--- src/rtl/irq_gw_pkg.sv ---
package irq_gw_pkg;

  typedef struct packed {
    logic pend;
    logic clm;
    logic tag;   // one-shot: claim removes the source entirely
  } gw_bits_t;

  // Next state of one source in one context; earlier branches take precedence.
  function automatic gw_bits_t gw_step(
    gw_bits_t cur,
    logic     en,
    logic     en_rise,
    logic     lvl,
    logic     is_edge,
    logic     assert_ev,
    logic     drop_ev,
    logic     claim_hit,
    logic     done_hit
  );
    gw_bits_t nxt;
    nxt = cur;
    if (!en) begin
      nxt = '0;
    end else if (assert_ev) begin
      nxt.pend = 1'b1;
      if (is_edge) nxt.tag = 1'b1;
    end else if (drop_ev) begin
      nxt = '0;
    end else if (en_rise && lvl) begin
      nxt.pend = 1'b1;
      nxt.tag  = is_edge;
    end else if (claim_hit && cur.pend) begin
      if (cur.tag) nxt = '0;
      else         nxt.clm = 1'b1;
    end
    if (done_hit) nxt.clm = 1'b0;
    return nxt;
  endfunction

endpackage

--- src/rtl/irq_gw_input.sv ---
module irq_gw_input #(
  parameter int NUM_SRC     = 24,
  parameter int SYNC_STAGES = 2
) (
  input  logic               clk_i,
  input  logic               rst_i,
  input  logic [NUM_SRC-1:0] src_i,
  input  logic [NUM_SRC-1:0] is_edge_i,
  output logic [NUM_SRC-1:0] lvl_o,
  output logic [NUM_SRC-1:0] assert_o,
  output logic [NUM_SRC-1:0] drop_o
);

  localparam logic [NUM_SRC-1:0] LIVE_MASK = {{(NUM_SRC-1){1'b1}}, 1'b0};

  logic [NUM_SRC-1:0] stage_q [SYNC_STAGES];
  logic [NUM_SRC-1:0] prev_q;
  logic [NUM_SRC-1:0] sync_lvl;

  always_ff @(posedge clk_i) begin
    if (rst_i) begin
      for (int k = 0; k < SYNC_STAGES; k++) stage_q[k] <= '0;
    end else begin
      stage_q[0] <= src_i;
      for (int k = 1; k < SYNC_STAGES; k++) stage_q[k] <= stage_q[k-1];
    end
  end

  assign sync_lvl = stage_q[SYNC_STAGES-1] & LIVE_MASK;

  always_ff @(posedge clk_i) begin
    if (rst_i) prev_q <= '0;
    else       prev_q <= sync_lvl;
  end

  assign lvl_o    = sync_lvl;
  assign assert_o = sync_lvl & ~prev_q;
  assign drop_o   = ~sync_lvl & prev_q & ~is_edge_i;

endmodule

--- src/rtl/irq_gw_ctx.sv ---
module irq_gw_ctx
  import irq_gw_pkg::*;
#(
  parameter int NUM_SRC = 24,
  parameter int NUM_CTX = 4,
  parameter int CTX_IDX = 0,
  parameter int ID_W    = 5,
  parameter int CTX_W   = 2
) (
  input  logic               clk_i,
  input  logic               rst_i,
  input  logic [NUM_SRC-1:0] en_i,
  input  logic [NUM_SRC-1:0] lvl_i,
  input  logic [NUM_SRC-1:0] assert_i,
  input  logic [NUM_SRC-1:0] drop_i,
  input  logic [NUM_SRC-1:0] is_edge_i,
  input  logic               claim_valid_i,
  input  logic [CTX_W-1:0]   claim_ctx_i,
  input  logic [ID_W-1:0]    claim_id_i,
  input  logic               done_valid_i,
  input  logic [CTX_W-1:0]   done_ctx_i,
  input  logic [ID_W-1:0]    done_id_i,
  output logic [NUM_SRC-1:0] pend_o,
  output logic [NUM_SRC-1:0] clm_o
);

  logic [NUM_SRC-1:0] en_q;
  logic               claim_sel;
  logic               done_sel;

  always_ff @(posedge clk_i) begin
    if (rst_i) en_q <= '0;
    else       en_q <= en_i;
  end

  assign claim_sel = claim_valid_i && (claim_ctx_i == CTX_W'(CTX_IDX)) &&
                     (claim_id_i != '0) && (int'(claim_id_i) < NUM_SRC);
  assign done_sel  = done_valid_i && (done_ctx_i == CTX_W'(CTX_IDX)) &&
                     (done_id_i != '0) && (int'(done_id_i) < NUM_SRC);

  for (genvar s = 0; s < NUM_SRC; s++) begin : g_src
    if (s == 0) begin : g_none
      logic unused_src0;
      assign unused_src0 = ^{en_i[0], en_q[0], lvl_i[0], assert_i[0],
                             drop_i[0], is_edge_i[0]};
      assign pend_o[0] = 1'b0;
      assign clm_o[0]  = 1'b0;
    end else begin : g_live
      gw_bits_t st_q;
      logic     claim_hit;
      logic     done_hit;

      assign claim_hit = claim_sel && (claim_id_i == ID_W'(s));
      assign done_hit  = done_sel  && (done_id_i  == ID_W'(s));

      always_ff @(posedge clk_i) begin
        if (rst_i) begin
          st_q <= '0;
        end else begin
          st_q <= gw_step(st_q, en_i[s], en_i[s] & ~en_q[s], lvl_i[s],
                          is_edge_i[s], assert_i[s], drop_i[s],
                          claim_hit, done_hit);
        end
      end

      assign pend_o[s] = st_q.pend;
      assign clm_o[s]  = st_q.clm;
    end
  end

endmodule

--- src/rtl/irq_gateway.sv ---
module irq_gateway #(
  parameter int  NUM_SRC     = 24,
  parameter int  NUM_CTX     = 4,
  parameter int  SYNC_STAGES = 2,
  localparam int ID_W        = $clog2(NUM_SRC),
  localparam int CTX_W       = (NUM_CTX > 1) ? $clog2(NUM_CTX) : 1,
  localparam int TOT         = NUM_CTX * NUM_SRC
) (
  input  logic               clk_i,
  input  logic               rst_i,
  input  logic [NUM_SRC-1:0] src_i,
  input  logic [NUM_SRC-1:0] src_edge_i,
  input  logic [TOT-1:0]     enable_i,
  input  logic               claim_valid_i,
  input  logic [CTX_W-1:0]   claim_ctx_i,
  input  logic [ID_W-1:0]    claim_id_i,
  input  logic               done_valid_i,
  input  logic [CTX_W-1:0]   done_ctx_i,
  input  logic [ID_W-1:0]    done_id_i,
  output logic [TOT-1:0]     pending_o,
  output logic [TOT-1:0]     claimed_o
);

  logic [NUM_SRC-1:0] lvl;
  logic [NUM_SRC-1:0] assert_ev;
  logic [NUM_SRC-1:0] drop_ev;

  irq_gw_input #(
    .NUM_SRC    (NUM_SRC),
    .SYNC_STAGES(SYNC_STAGES)
  ) u_input (
    .clk_i    (clk_i),
    .rst_i    (rst_i),
    .src_i    (src_i),
    .is_edge_i(src_edge_i),
    .lvl_o    (lvl),
    .assert_o (assert_ev),
    .drop_o   (drop_ev)
  );

  for (genvar c = 0; c < NUM_CTX; c++) begin : g_ctx
    irq_gw_ctx #(
      .NUM_SRC(NUM_SRC),
      .NUM_CTX(NUM_CTX),
      .CTX_IDX(c),
      .ID_W   (ID_W),
      .CTX_W  (CTX_W)
    ) u_ctx (
      .clk_i        (clk_i),
      .rst_i        (rst_i),
      .en_i         (enable_i[c*NUM_SRC +: NUM_SRC]),
      .lvl_i        (lvl),
      .assert_i     (assert_ev),
      .drop_i       (drop_ev),
      .is_edge_i    (src_edge_i),
      .claim_valid_i(claim_valid_i),
      .claim_ctx_i  (claim_ctx_i),
      .claim_id_i   (claim_id_i),
      .done_valid_i (done_valid_i),
      .done_ctx_i   (done_ctx_i),
      .done_id_i    (done_id_i),
      .pend_o       (pending_o[c*NUM_SRC +: NUM_SRC]),
      .clm_o        (claimed_o[c*NUM_SRC +: NUM_SRC])
    );
  end

endmodule

--- config.mk ---
export PLATFORM = sky130hd
export DESIGN_NAME = irq_gateway
export DESIGN_NICKNAME = d
export VERILOG_FILES = /design/src/rtl/irq_gw_pkg.sv /design/src/rtl/irq_gw_input.sv /design/src/rtl/irq_gw_ctx.sv /design/src/rtl/irq_gateway.sv
export SDC_FILE = /design/constraint.sdc
export NUM_CORES = 1
export LEC_CHECK = 0
export BUFFER_PORTS_ARGS = -buffer_cell sky130_fd_sc_hd__buf_2
export CORE_ASPECT_RATIO = 2
export CORE_UTILIZATION = 52
export CTS_CLUSTER_SIZE = 16
export DETAILED_ROUTE_END_ITERATION = 7
export PLACE_DENSITY = 0.77
export SLEW_MARGIN = 10
export SYNTH_ARGS = -nofsm -noshare
export SYNTH_HDL_FRONTEND = slang
export SYNTH_HIERARCHICAL = 1
export SYNTH_SLANG_ARGS = --single-unit
--- constraint.sdc ---
create_clock -name clk_i -period 2.75 [get_ports clk_i]
set_clock_uncertainty 0.2 [all_clocks]
set_input_delay 0.275 -clock clk_i [delete_from_list [all_inputs] [get_ports clk_i]]
set_output_delay 0.275 -clock clk_i [all_outputs]
set_load 0.05 [all_outputs]
==> results of run 1 <==
-- metal layers --
metal  track usage [%]  share of wire (%)  up-vias
met3              8.87                8.3      398
met2              61.5                 47     1165
li1                  -                  -    10700
met1              37.0                 34    11100
met5                 0                  0        -
met4              35.7                 11        0
-- final cells by class --
cell class / instances / area (um2)
antenna: 5 / 12.5
clock buffer: 63 / 1260
clock inverter: 10 / 129
fill: 3698 / 16200
inverter: 205 / 769
multi-input combinational: 1850 / 12000
sequential: 437 / 8750
tap: 555 / 694
timing repair buffer: 643 / 4400
-- report_power, final --
group | leakage, nW | switching (W) | total [W] | internal [W]
sequential | 3.57 | 0.000128 | 0.00664 | 0.00651
clock | 0.688 | 0.00259 | 0.00604 | 0.00345
combinational | 6.89 | 0.00116 | 0.00185 | 0.000690
total | 11.1 | 0.00387 | 0.0145 | 0.0107
-- tightest hold or removal path: cells and delay by family --
family,cells,cell delay (ps)
AOI/OAI and AO/OA,1,50
and+or+nand+nor,1,230
buffers and inverters,1,230
-- worst paths after layout --
check / start / endpoint / slack (ps) / depth (start not counted)
max reg2reg: u_input/stage_q[0][28]$_SDFF_PP0_ / g_ctx[0].u_ctx/g_src[4].g_live.st_q[0]$_SDFFE_PP0P_ / 310 / 7
min reg2reg: u_input/stage_q[0][6]$_SDFF_PP0_ / u_input/stage_q[0][30]$_SDFF_PP0_ / 230 / 1
max: src_edge_i[4] / g_ctx[0].u_ctx/g_src[4].g_live.st_q[0]$_SDFFE_PP0P_ / 270 / 9
min: done_id_i[2] / g_ctx[0].u_ctx/clm_o[10]$_SDFFE_PP0P_ / 80 / 3
-- through the flow --
| step | setup WS, ps | area, um2 |
|---|---|---|
| after global routing | 206 | 28000 |
| after global placement | 311 | 25200 |
| after CTS | 333 | 28000 |
| after floorplan | 140 | 23300 |
| final | 274 | 28000 |
| after detailed placement | 248 | 25200 |
-- what timing repair did --
action / 4_1_cts / 5_1_grt
endpoints found under the hold margin: 376 / 0
hold buffers: 145 / 0
endpoints found under the setup margin: 0 / 0
-- state kept, by name, summed over array words and instances (netlist names) --
signal and count:
g_ctx.u_ctx/clm_o 92, g_ctx.u_ctx/en_q 92, g_ctx.u_ctx/g_src.g_live.st_q 92, g_ctx.u_ctx/pend_o 92, u_input/stage_q 46, u_input/prev_q 23
==> summary.md, run 1 <==
| Metric | Value |
|---|---|
| CORE AREA | 44200 um2 |
| Row count | 109 |
| 1st-iter DRT viols | 1673 |
| Total GRT Usage | 37.1% |
| Crit path DAT | 2720 ps |
| Global-route wire length before repair | 129000 um |
| Cell breakdown of the critical path | dlygate4sd3_1, buf_2, nor3b_1, buf_4, buf_4, nor3b_1, o22ai_1, o22ai_1, dlygate4sd3_1 |
| Total congestion overflow | 0 |
| Post-route setup TNS | 0 ps |
| Vias per cell | 6.21 |
| CP Buf/Inv Count | 5 |
| RSZ-0062 raised after global routing | false |
| Fmax | 404 MHz |
| Port Buffers | 339 |
| Cts bufs inserted | 42 |
| RD Place Congestion | 0.991 |
| Number of global-route vias before repair | 23000 |
| Critical path endpoint category | flip-flop |
| Most common cell after layout, fill and taps aside | dfxtp_1 |
| Slowest-stage cell, CP | dlygate4sd3_1 |
| Worst-skew pair later-pin latency | 570 ps |
| Detailed-route DRC error count | 0 |
| Setup Fix Bufs, Post-CTS | 0 |
| IO Pins | 354 |
| Max-slew violations | 0 |
| Synthesized area | 23300 um2 |
| DR vias | 23400 |
| Most frequent cells in the layout | dfxtp_1, buf_2, inv_1 |
| Crit Path Max Fanout | 11 |
| CP Launch Type | input port |
| Worst Max-Slew Pin Slew | 989 ps |
| DRT Pass-1 Iters | 6 |
| Hold slack | 82.8 ps |
| Delay-heaviest family, CP | buffers and inverters |
| Layout cells sized above 1 | 19.1% |
| Wire per inst | 23.0 um |
| Status | finished, final reports clean |
| Clock sink count | 437 |
| Relative slew slack | 34.0% |
| Initial antenna violation count | 3 |
| Die Y | 302 um |
| Worst stage delay on the critical path | 550 ps |
| Largest net degree at the start of global routing | 46 |
| Area grow syn2layout | 20.2% |
| Layout Cells excl Fill | 3768 |
| Pwr/cell area | 518 nW/um2 |
| Max Buffers Root-to-Sink | 3 |
| Count of antenna-violating nets left after detailed routing | 0 |
| Dpl hpwl | 64800 um |
| CP Data Required Time | 2990 ps |
| Fin util | 63.4% |
| Final period util | 90.0% |
| Avg Synthesized Cell Area | 8.47 um2 |
| Die width | 152 um |
| Max VDD drop | 0.471 mV |
| Hold crit path type | in -> reg |
| Final hold viol count | 0 |
| Kind of critical path | in -> reg |
| Final WL | 86800 um |
| Number of H-tree levels | 2 |
| Power Total | 0.0145 W |
| Die area | 45800 um2 |
| Warning count from the yosys run | 6 |
| Clk slew on worst S/H paths | 70 ps |
| Clk root buf | clkbuf_16 |
| Max-cap viol count | 0 |
| Post-layout nets | 3341 |
| Leakage | 11.1 nW |
| Synth Instances | 2754 |
| # setup viols final | 0 |
| Post-CTS sizing | 0 |
| Inst Count DP | 3545 |
| Initial Util | 52.8% |
| Final worst path period need | 2480 ps |
| CTS tree | done |
Power figures use the tool's default switching activity.
==> run 2: changes to the inputs <==
--- a/config.mk
+++ b/config.mk
@@ -7,12 +7,11 @@
 export LEC_CHECK = 0
 export BUFFER_PORTS_ARGS = -buffer_cell sky130_fd_sc_hd__buf_2
 export CORE_ASPECT_RATIO = 2
-export CORE_UTILIZATION = 52
+export CORE_UTILIZATION = 51
 export CTS_CLUSTER_SIZE = 16
 export DETAILED_ROUTE_END_ITERATION = 7
-export PLACE_DENSITY = 0.77
+export PLACE_DENSITY = 0.76
 export SLEW_MARGIN = 10
 export SYNTH_ARGS = -nofsm -noshare
 export SYNTH_HDL_FRONTEND = slang
-export SYNTH_HIERARCHICAL = 1
 export SYNTH_SLANG_ARGS = --single-unit
==> run 2 against run 1 <==
Effect of this change: register-to-register slack got worse by 90 ps; combinational power fell by 25%; synthesized area fell by 9.8%; clock-buffer cell count fell by 7; die area fell by 8.0%; critical path depth fell by 1; global-route usage fell by 4.2 points; design area fell by 11%; total power fell by 3.5%; final cell count fell by 9.2%; non-clock buffer count fell by 97; wire length fell by 18%; critical path type unchanged; largest cell class unchanged.
==> summary.md, run 2 <==
| Metric | Value |
|---|---|
| Post-synth EDFFs | 0 |
| Dpl hpwl | 52500 um (was 64800 um) |
| Hold crit path type | in -> reg (unchanged) |
| Die Y | 289 um (was 302 um) |
| 1st-iter DRT viols | 1037 (was 1673) |
| Global-route wire length before repair | 108000 um (was 129000 um) |
| Largest net degree at the start of global routing | 48 (was 46) |
| # setup viols final | 0 (unchanged) |
| IO Pins | 354 (unchanged) |
| Fmax | 381 MHz (was 404 MHz) |
| Max VDD drop | 0.521 mV (was 0.471 mV) |
| Most common cell in the netlist | dfxtp_1 |
| Final hold viol count | 0 (unchanged) |
| Max Buffers Root-to-Sink | 3 (unchanged) |
| Clk slew on worst S/H paths | 70 ps (about the same) |
| Number of global-route vias before repair | 20500 (was 23000) |
| Hold slack | 79.3 ps (was 82.8 ps) |
| DR vias | 20000 (was 23400) |
| Synth area leader | dfxtp_1 |
| Count of antenna-violating nets left after detailed routing | 0 (unchanged) |
| Final worst path period need | 2630 ps (was 2480 ps) |
| Final WL | 70800 um (was 86800 um) |
| Max-cap viol count | 0 (unchanged) |
| Critical path endpoint category | flip-flop (unchanged) |
| RSZ-0062 raised after global routing | false (unchanged) |
| Post-CTS sizing | 0 (unchanged) |
| Main synth FF type | dfxtp_1 |
| Avg Synthesized Cell Area | 8.27 um2 (was 8.47 um2) |
| Die width | 146 um (was 152 um) |
| Relative slew slack | 32.6% (was 34.0%) |
| Initial antenna violation count | 9 (was 3) |
| Area grow syn2layout | 18.6% (was 20.2%) |
| Netlist cell types | 84 |
| Wire per inst | 20.7 um (was 23.0 um) |
| Layout Cells excl Fill | 3420 (was 3768) |
| Die area | 42100 um2 (was 45800 um2) |
| Initial Util | 52.0% (was 52.8%) |
| Most common cell after layout, fill and taps aside | dfxtp_1 (unchanged) |
| Sequential share of power | 47.2% (was 45.7%) |
| Clk root buf | clkbuf_16 (unchanged) |
| Post-layout nets | 3019 (was 3341) |
| Row count | 104 (was 109) |
| Most frequent cells in the layout | dfxtp_1, buf_2, nand2_1 (was dfxtp_1, buf_2, inv_1) |
| Number of H-tree levels | 2 (unchanged) |
| Final period util | 95.5% (was 90.0%) |
| RD Place Congestion | 0.949 (was 0.991) |
| CP Data Required Time | 2990 ps (about the same) |
| Grt met1 use | 32.5% (was 37.0%) |
| Yosys reg bits | 437 |
| Vias per cell | 5.84 (was 6.21) |
| Crit Path Max Fanout | 47 (was 11) |
| Detailed-route DRC error count | 0 (unchanged) |
| Clock sink count | 437 (unchanged) |
| Register area | 8750 um2 (unchanged) |
| Net switching power | 0.00351 W (was 0.00387 W) |
| Synth Instances | 2544 (was 2754) |
| CTS tree | done (unchanged) |
| Fraction of registers with async set/reset | 0% |
| DRT Pass-1 Iters | 5 (was 6) |
| Post-route setup TNS | 0 ps (unchanged) |
| Switching Fraction | 25.0% (was 26.6%) |
| Inst Count DP | 3200 (was 3545) |
| Pwr/cell area | 561 nW/um2 (was 518 nW/um2) |
| CORE AREA | 40500 um2 (was 44200 um2) |
| Cts bufs inserted | 40 (was 42) |
| Total congestion overflow | 0 (unchanged) |
| GR peak layer | met2 (unchanged) |
| Status | finished, final reports clean (unchanged) |
| Warning count from the yosys run | 0 (was 6) |
| Total GRT Usage | 32.8% (was 37.1%) |
| Share of the synthesized area in the top cell type | 41.6% |
| Met2 Usage GRT | 58.7% (was 61.5%) |
| Sequential element share of the synthesized area | 41.6% |
| Leakage | 10.1 nW (was 11.1 nW) |
| Multi-input combinational cell area | 10000 um2 (was 12000 um2) |
| Worst Max-Slew Pin Slew | 996 ps (was 989 ps) |
| Kind of critical path | in -> reg (unchanged) |
| Synth top cells by count | dfxtp_1, nand2_1, buf_4 |
| Clock Power Share | 42.9% (was 41.6%) |
| Max-slew violations | 0 (unchanged) |
| M3 GR Usage | 6.43% (was 8.87%) |
| Comb power frac | 9.9% (was 12.7%) |
| Layout cells sized above 1 | 18.0% (was 19.1%) |
| Worst-skew pair later-pin latency | 560 ps (was 570 ps) |
| Crit path DAT | 2870 ps (was 2720 ps) |
| CP Launch Type | input port (unchanged) |
| Top area cells in the synthesized netlist | dfxtp_1, buf_4, nor2b_1 |
| Internal | 0.0105 W (was 0.0107 W) |
| Synthesized area | 21000 um2 (was 23300 um2) |
| Fill count | 3501 (was 3698) |
| Port Buffers | 339 (unchanged) |
-- run 2: path summary, 6_finish.rpt --
check,slack (ps),startpoint,cells after the start,endpoint
worst max-delay path,120,rst_i,8,g_ctx[3].u_ctx.g_src[16].g_live.st_q[0]$_SDFFE_PP0P_
worst min-delay path,80,claim_id_i[1],5,g_ctx[2].u_ctx.clm_o[22]$_SDFFE_PP0P_
worst max register to register,220,u_input.prev_q[12]$_SDFF_PP0_,6,g_ctx[1].u_ctx.g_src[12].g_live.st_q[0]$_SDFFE_PP0P_
worst min register to register,240,u_input.stage_q[0][5]$_SDFF_PP0_,1,u_input.stage_q[0][29]$_SDFF_PP0_
-- run 2: logic make-up (layout without fill, tap and decap cells) --
group                  after synthesis  count (layout)  share of synthesized area (%)
multiplexers                        46              46                           2.20
AND/OR/NAND/NOR                   1110            1110                           28.0
AO/OA/AOI/OAI                      548             548                           17.4
flip-flops                         437             437                           41.6
buffers and inverters              402             738                           10.9
other                                1              11                         0.0178
-- run 2: worst max-delay path: stages --
cell and delay [ps]:
dlygate4sd3_1 530, buf_4 300, buf_12 280, nor2b_1 140, nand3_1 90, dlygate4sd3_1 560
nand2_1 70, dlygate4sd3_1 560
-- run 2: routing by layer --
layer / vias up / wire length [um]
li1: 9349 / -
met1: 9397 / 24600
met2: 886 / 35000
met3: 321 / 4670
met4: 12 / 6510
met5: - / 72
-- run 2: cell type report --
| type | count | share of cell area, % |
|---|---|---|
| multi-input combinational | 1712 | 40.2 |
| sequential | 437 | 35.0 |
| timing repair buffer | 546 | 14.6 |
| clock buffer | 56 | 4.74 |
| tap | 530 | 2.66 |
| inverter | 120 | 1.80 |
| clock inverter | 16 | 0.877 |
| antenna | 3 | 0.0301 |
-- run 2: power by group through the flow --
stage	Combinational, W	Clock, W	Sequential (W)
CTS	0.00136	0.00608	0.00662
finish	0.00138	0.00601	0.00662
global placement	0.00116	0	0.00675
floorplan	0.000822	0	0.00670
detailed placement	0.00119	0	0.00676
global route	0.00148	0.00631	0.00664
-- run 2: stage by stage --
step	power, W	setup slack, ps	area, um2	utilization, %
2_1_floorplan	0.00752	703	21100	-
3_3_place_gp	0.00791	250	22100	54.6
3_5_place_dp	0.00795	148	22100	54.6
4_1_cts	0.0141	199	25000	61.7
5_1_grt	0.0144	74.4	25000	61.7
6_report	0.0140	125	25000	61.7
-- run 2: timing repair --
action	4_1_cts	5_1_grt
hold buffers	145	0
hold endpoints to repair	378	0
setup buffers	0	0
==> run 3: changes to the inputs <==
==> constraint.sdc (replaced) <==
create_clock -name clk_i -period 2.75 [get_ports clk_i]
set_clock_uncertainty 0.2 [all_clocks]
set_input_delay 0.55 -clock clk_i [delete_from_list [all_inputs] [get_ports clk_i]]
set_output_delay 0.55 -clock clk_i [all_outputs]
set_load 0.05 [all_outputs]
==> run 3 against run 2 <==
Effect of this change: clock power rose by 4.7%; critical endpoint is now g_ctx[3].u_ctx.clm_o[18]$_SDFFE_PP0P_; non-clock buffer count shrank 88; clock-buffer cell count is 3 higher.
==> summary.md, run 3 (synthesized netlist as in run 2, its figures left out) <==
| Metric | Value |
|---|---|
| Status | finished, final reports clean (unchanged) |
| CTS tree | done (unchanged) |
| Max-slew violations | 0 (unchanged) |
| Die width | 146 um (unchanged) |
| Cell breakdown of the critical path | buf_2, nor4b_1, nand4_1, buf_4, or3_1, a221oi_1 (was dlygate4sd3_1, buf_4, buf_12, nor2b_1, nand3_1, dlygate4sd3_1, nand2_1, dlygate4sd3_1) |
| DRT Pass-1 Iters | 5 (unchanged) |
| Global-route wire length before repair | 106000 um (was 108000 um) |
| RD Place Congestion | 0.972 (was 0.949) |
| Fmax | 427 MHz (was 381 MHz) |
| Critical path endpoint category | flip-flop (unchanged) |
| Port Buffers | 339 (unchanged) |
| Grt met1 use | 32.5% (about the same) |
| Largest net degree at the start of global routing | 32 (was 48) |
| Slowest-stage cell, CP | nor4b_1 (was dlygate4sd3_1) |
| Total congestion overflow | 0 (unchanged) |
| Final WL | 69600 um (was 70800 um) |
| Post-layout nets | 2932 (was 3019) |
| Layout cells sized above 1 | 20.4% (was 18.0%) |
| Final hold viol count | 0 (unchanged) |
| Die area | 42100 um2 (unchanged) |
| Clk slew on worst S/H paths | 60 ps (was 70 ps) |
| Max-cap viol count | 0 (unchanged) |
| 1st-iter DRT viols | 996 (was 1037) |
| Hold crit path type | in -> reg (unchanged) |
| Worst-skew pair later-pin latency | 550 ps (was 560 ps) |
| Inst Count DP | 3252 (was 3200) |
| Post-CTS sizing | 0 (unchanged) |
| Count of antenna-violating nets left after detailed routing | 0 (unchanged) |
| Initial Util | 52.0% (unchanged) |
| M3 GR Usage | 6.88% (was 6.43%) |
| Most frequent cells in the layout | dfxtp_1, buf_2, nand2_1 (unchanged) |
| Worst stage delay on the critical path | 890 ps (was 560 ps) |
| IO Pins | 354 (unchanged) |
| Wire per inst | 20.8 um (was 20.7 um) |
| Initial antenna violation count | 14 (was 9) |
| Most common cell after layout, fill and taps aside | dfxtp_1 (unchanged) |
| Number of H-tree levels | 2 (unchanged) |
| # setup viols final | 0 (unchanged) |
| Cts bufs inserted | 41 (was 40) |
| Number of global-route vias before repair | 19800 (was 20500) |
| Area grow syn2layout | 14.6% (was 18.6%) |
| CP Launch Type | input port (unchanged) |
| Layout Cells excl Fill | 3340 (was 3420) |
| Hold slack | 18.5 ps (was 79.3 ps) |
| Worst Max-Slew Pin Slew | 1010 ps (was 996 ps) |
| Final worst setup slack | 406 ps (was 125 ps) |
| Crit Path Max Fanout | 8 (was 47) |
| Pwr/cell area | 588 nW/um2 (was 561 nW/um2) |
| Detailed-route DRC error count | 0 (unchanged) |
| Fin util | 59.6% (was 61.7%) |
| Max Buffers Root-to-Sink | 3 (unchanged) |
| RSZ-0062 raised after global routing | false (unchanged) |
| CP Data Required Time | 3000 ps (was 2990 ps) |
| Final period util | 85.2% (was 95.5%) |
| Final worst path period need | 2340 ps (was 2630 ps) |
| Clock sink count | 437 (unchanged) |
| Dpl hpwl | 53300 um (was 52500 um) |
| Met2 Usage GRT | 57.8% (was 58.7%) |
| Vias per cell | 5.89 (was 5.84) |
| Post-route setup TNS | 0 ps (unchanged) |
| Row count | 104 (unchanged) |
| Max VDD drop | 0.539 mV (was 0.521 mV) |
| Die Y | 289 um (unchanged) |
| Clk root buf | clkbuf_16 (unchanged) |
| Kind of critical path | in -> reg (unchanged) |
| Relative slew slack | 31.4% (was 32.6%) |
| Crit path DAT | 2600 ps (was 2870 ps) |
| Leakage | 9.79 nW (was 10.1 nW) |
| GR peak layer | met2 (unchanged) |
| DR vias | 19700 (was 20000) |
| Setup WS pre-CTS | -60.2 ps (was 148 ps) |
| Total GRT Usage | 32.4% (was 32.8%) |
| Setup Fix Bufs, Post-CTS | 0 (unchanged) |
| CORE AREA | 40500 um2 (unchanged) |
[run 3: cell types whose count changed in the layout (fill, tap and decap cells not counted), sizes merged]
cell	change
dlygate4sd3	-140
buf	+52
clkinvlp	-1
diode	+6
inv	-1
clkinv	-1
clkbuf	+3
bufinv	+2
[run 3: power by group]
| group | total, W | leakage (nW) | switching [W] | internal, W |
|---|---|---|---|---|
| clock network | 0.00629 | 0.740 | 0.00250 | 0.00379 |
| logic | 0.00127 | 5.49 | 0.000824 | 0.000442 |
| registers | 0.00662 | 3.56 | 0.000127 | 0.00649 |
| total | 0.0142 | 9.79 | 0.00345 | 0.0107 |
[run 3: worst paths after layout]
path	from	to	slack [ps]	cells after the start
max	claim_id_i[0]	g_ctx[3].u_ctx.clm_o[18]$_SDFFE_PP0P_	410	6
min	src_i[12]	u_input.stage_q[0][12]$_SDFF_PP0_	20	2
max reg2reg	u_input.stage_q[0][44]$_SDFF_PP0_	g_ctx[2].u_ctx.clm_o[20]$_SDFFE_PP0P_	660	4
min reg2reg	u_input.stage_q[0][11]$_SDFF_PP0_	u_input.stage_q[0][35]$_SDFF_PP0_	240	1
[run 3: repair_timing]
item | CTS | global route
endpoints found under the setup margin | 0 | 0
endpoints found under the hold margin | 5 | 0
hold buffers | 5 | 0
[run 3: area by class of cell]
cell class	instances	area (um2)
Timing Repair Buffer	458	2710
Fill cell	3641	16300
Clock inverter	15	254
Sequential cell	437	8750
Antenna cell	9	22.5
Tap cell	530	663
Multi-Input combinational cell	1712	10000
Clock buffer	59	1240
Inverter	120	450
[run 3: worst max-delay path, delay by kind of cell]
family | cells | cell delay [ps]
AND/OR/NAND/NOR | 3 | 1440
buffers and inverters | 2 | 350
AO/OA/AOI/OAI | 1 | 250
[run 3: layer usage]
metal,vias up,wire (um)
met1,9318,24000
met3,298,4880
met4,14,5960
met5,-,91
met2,849,34700
li1,9189,-
[run 3: metrics by stage]
stage / cell area [um2] / power (W)
after floorplan: 21100 / 0.00752
after global placement: 22600 / 0.00796
after detailed placement: 22600 / 0.00799
after CTS: 24100 / 0.0142
after global routing: 24100 / 0.0146
final: 24100 / 0.0142
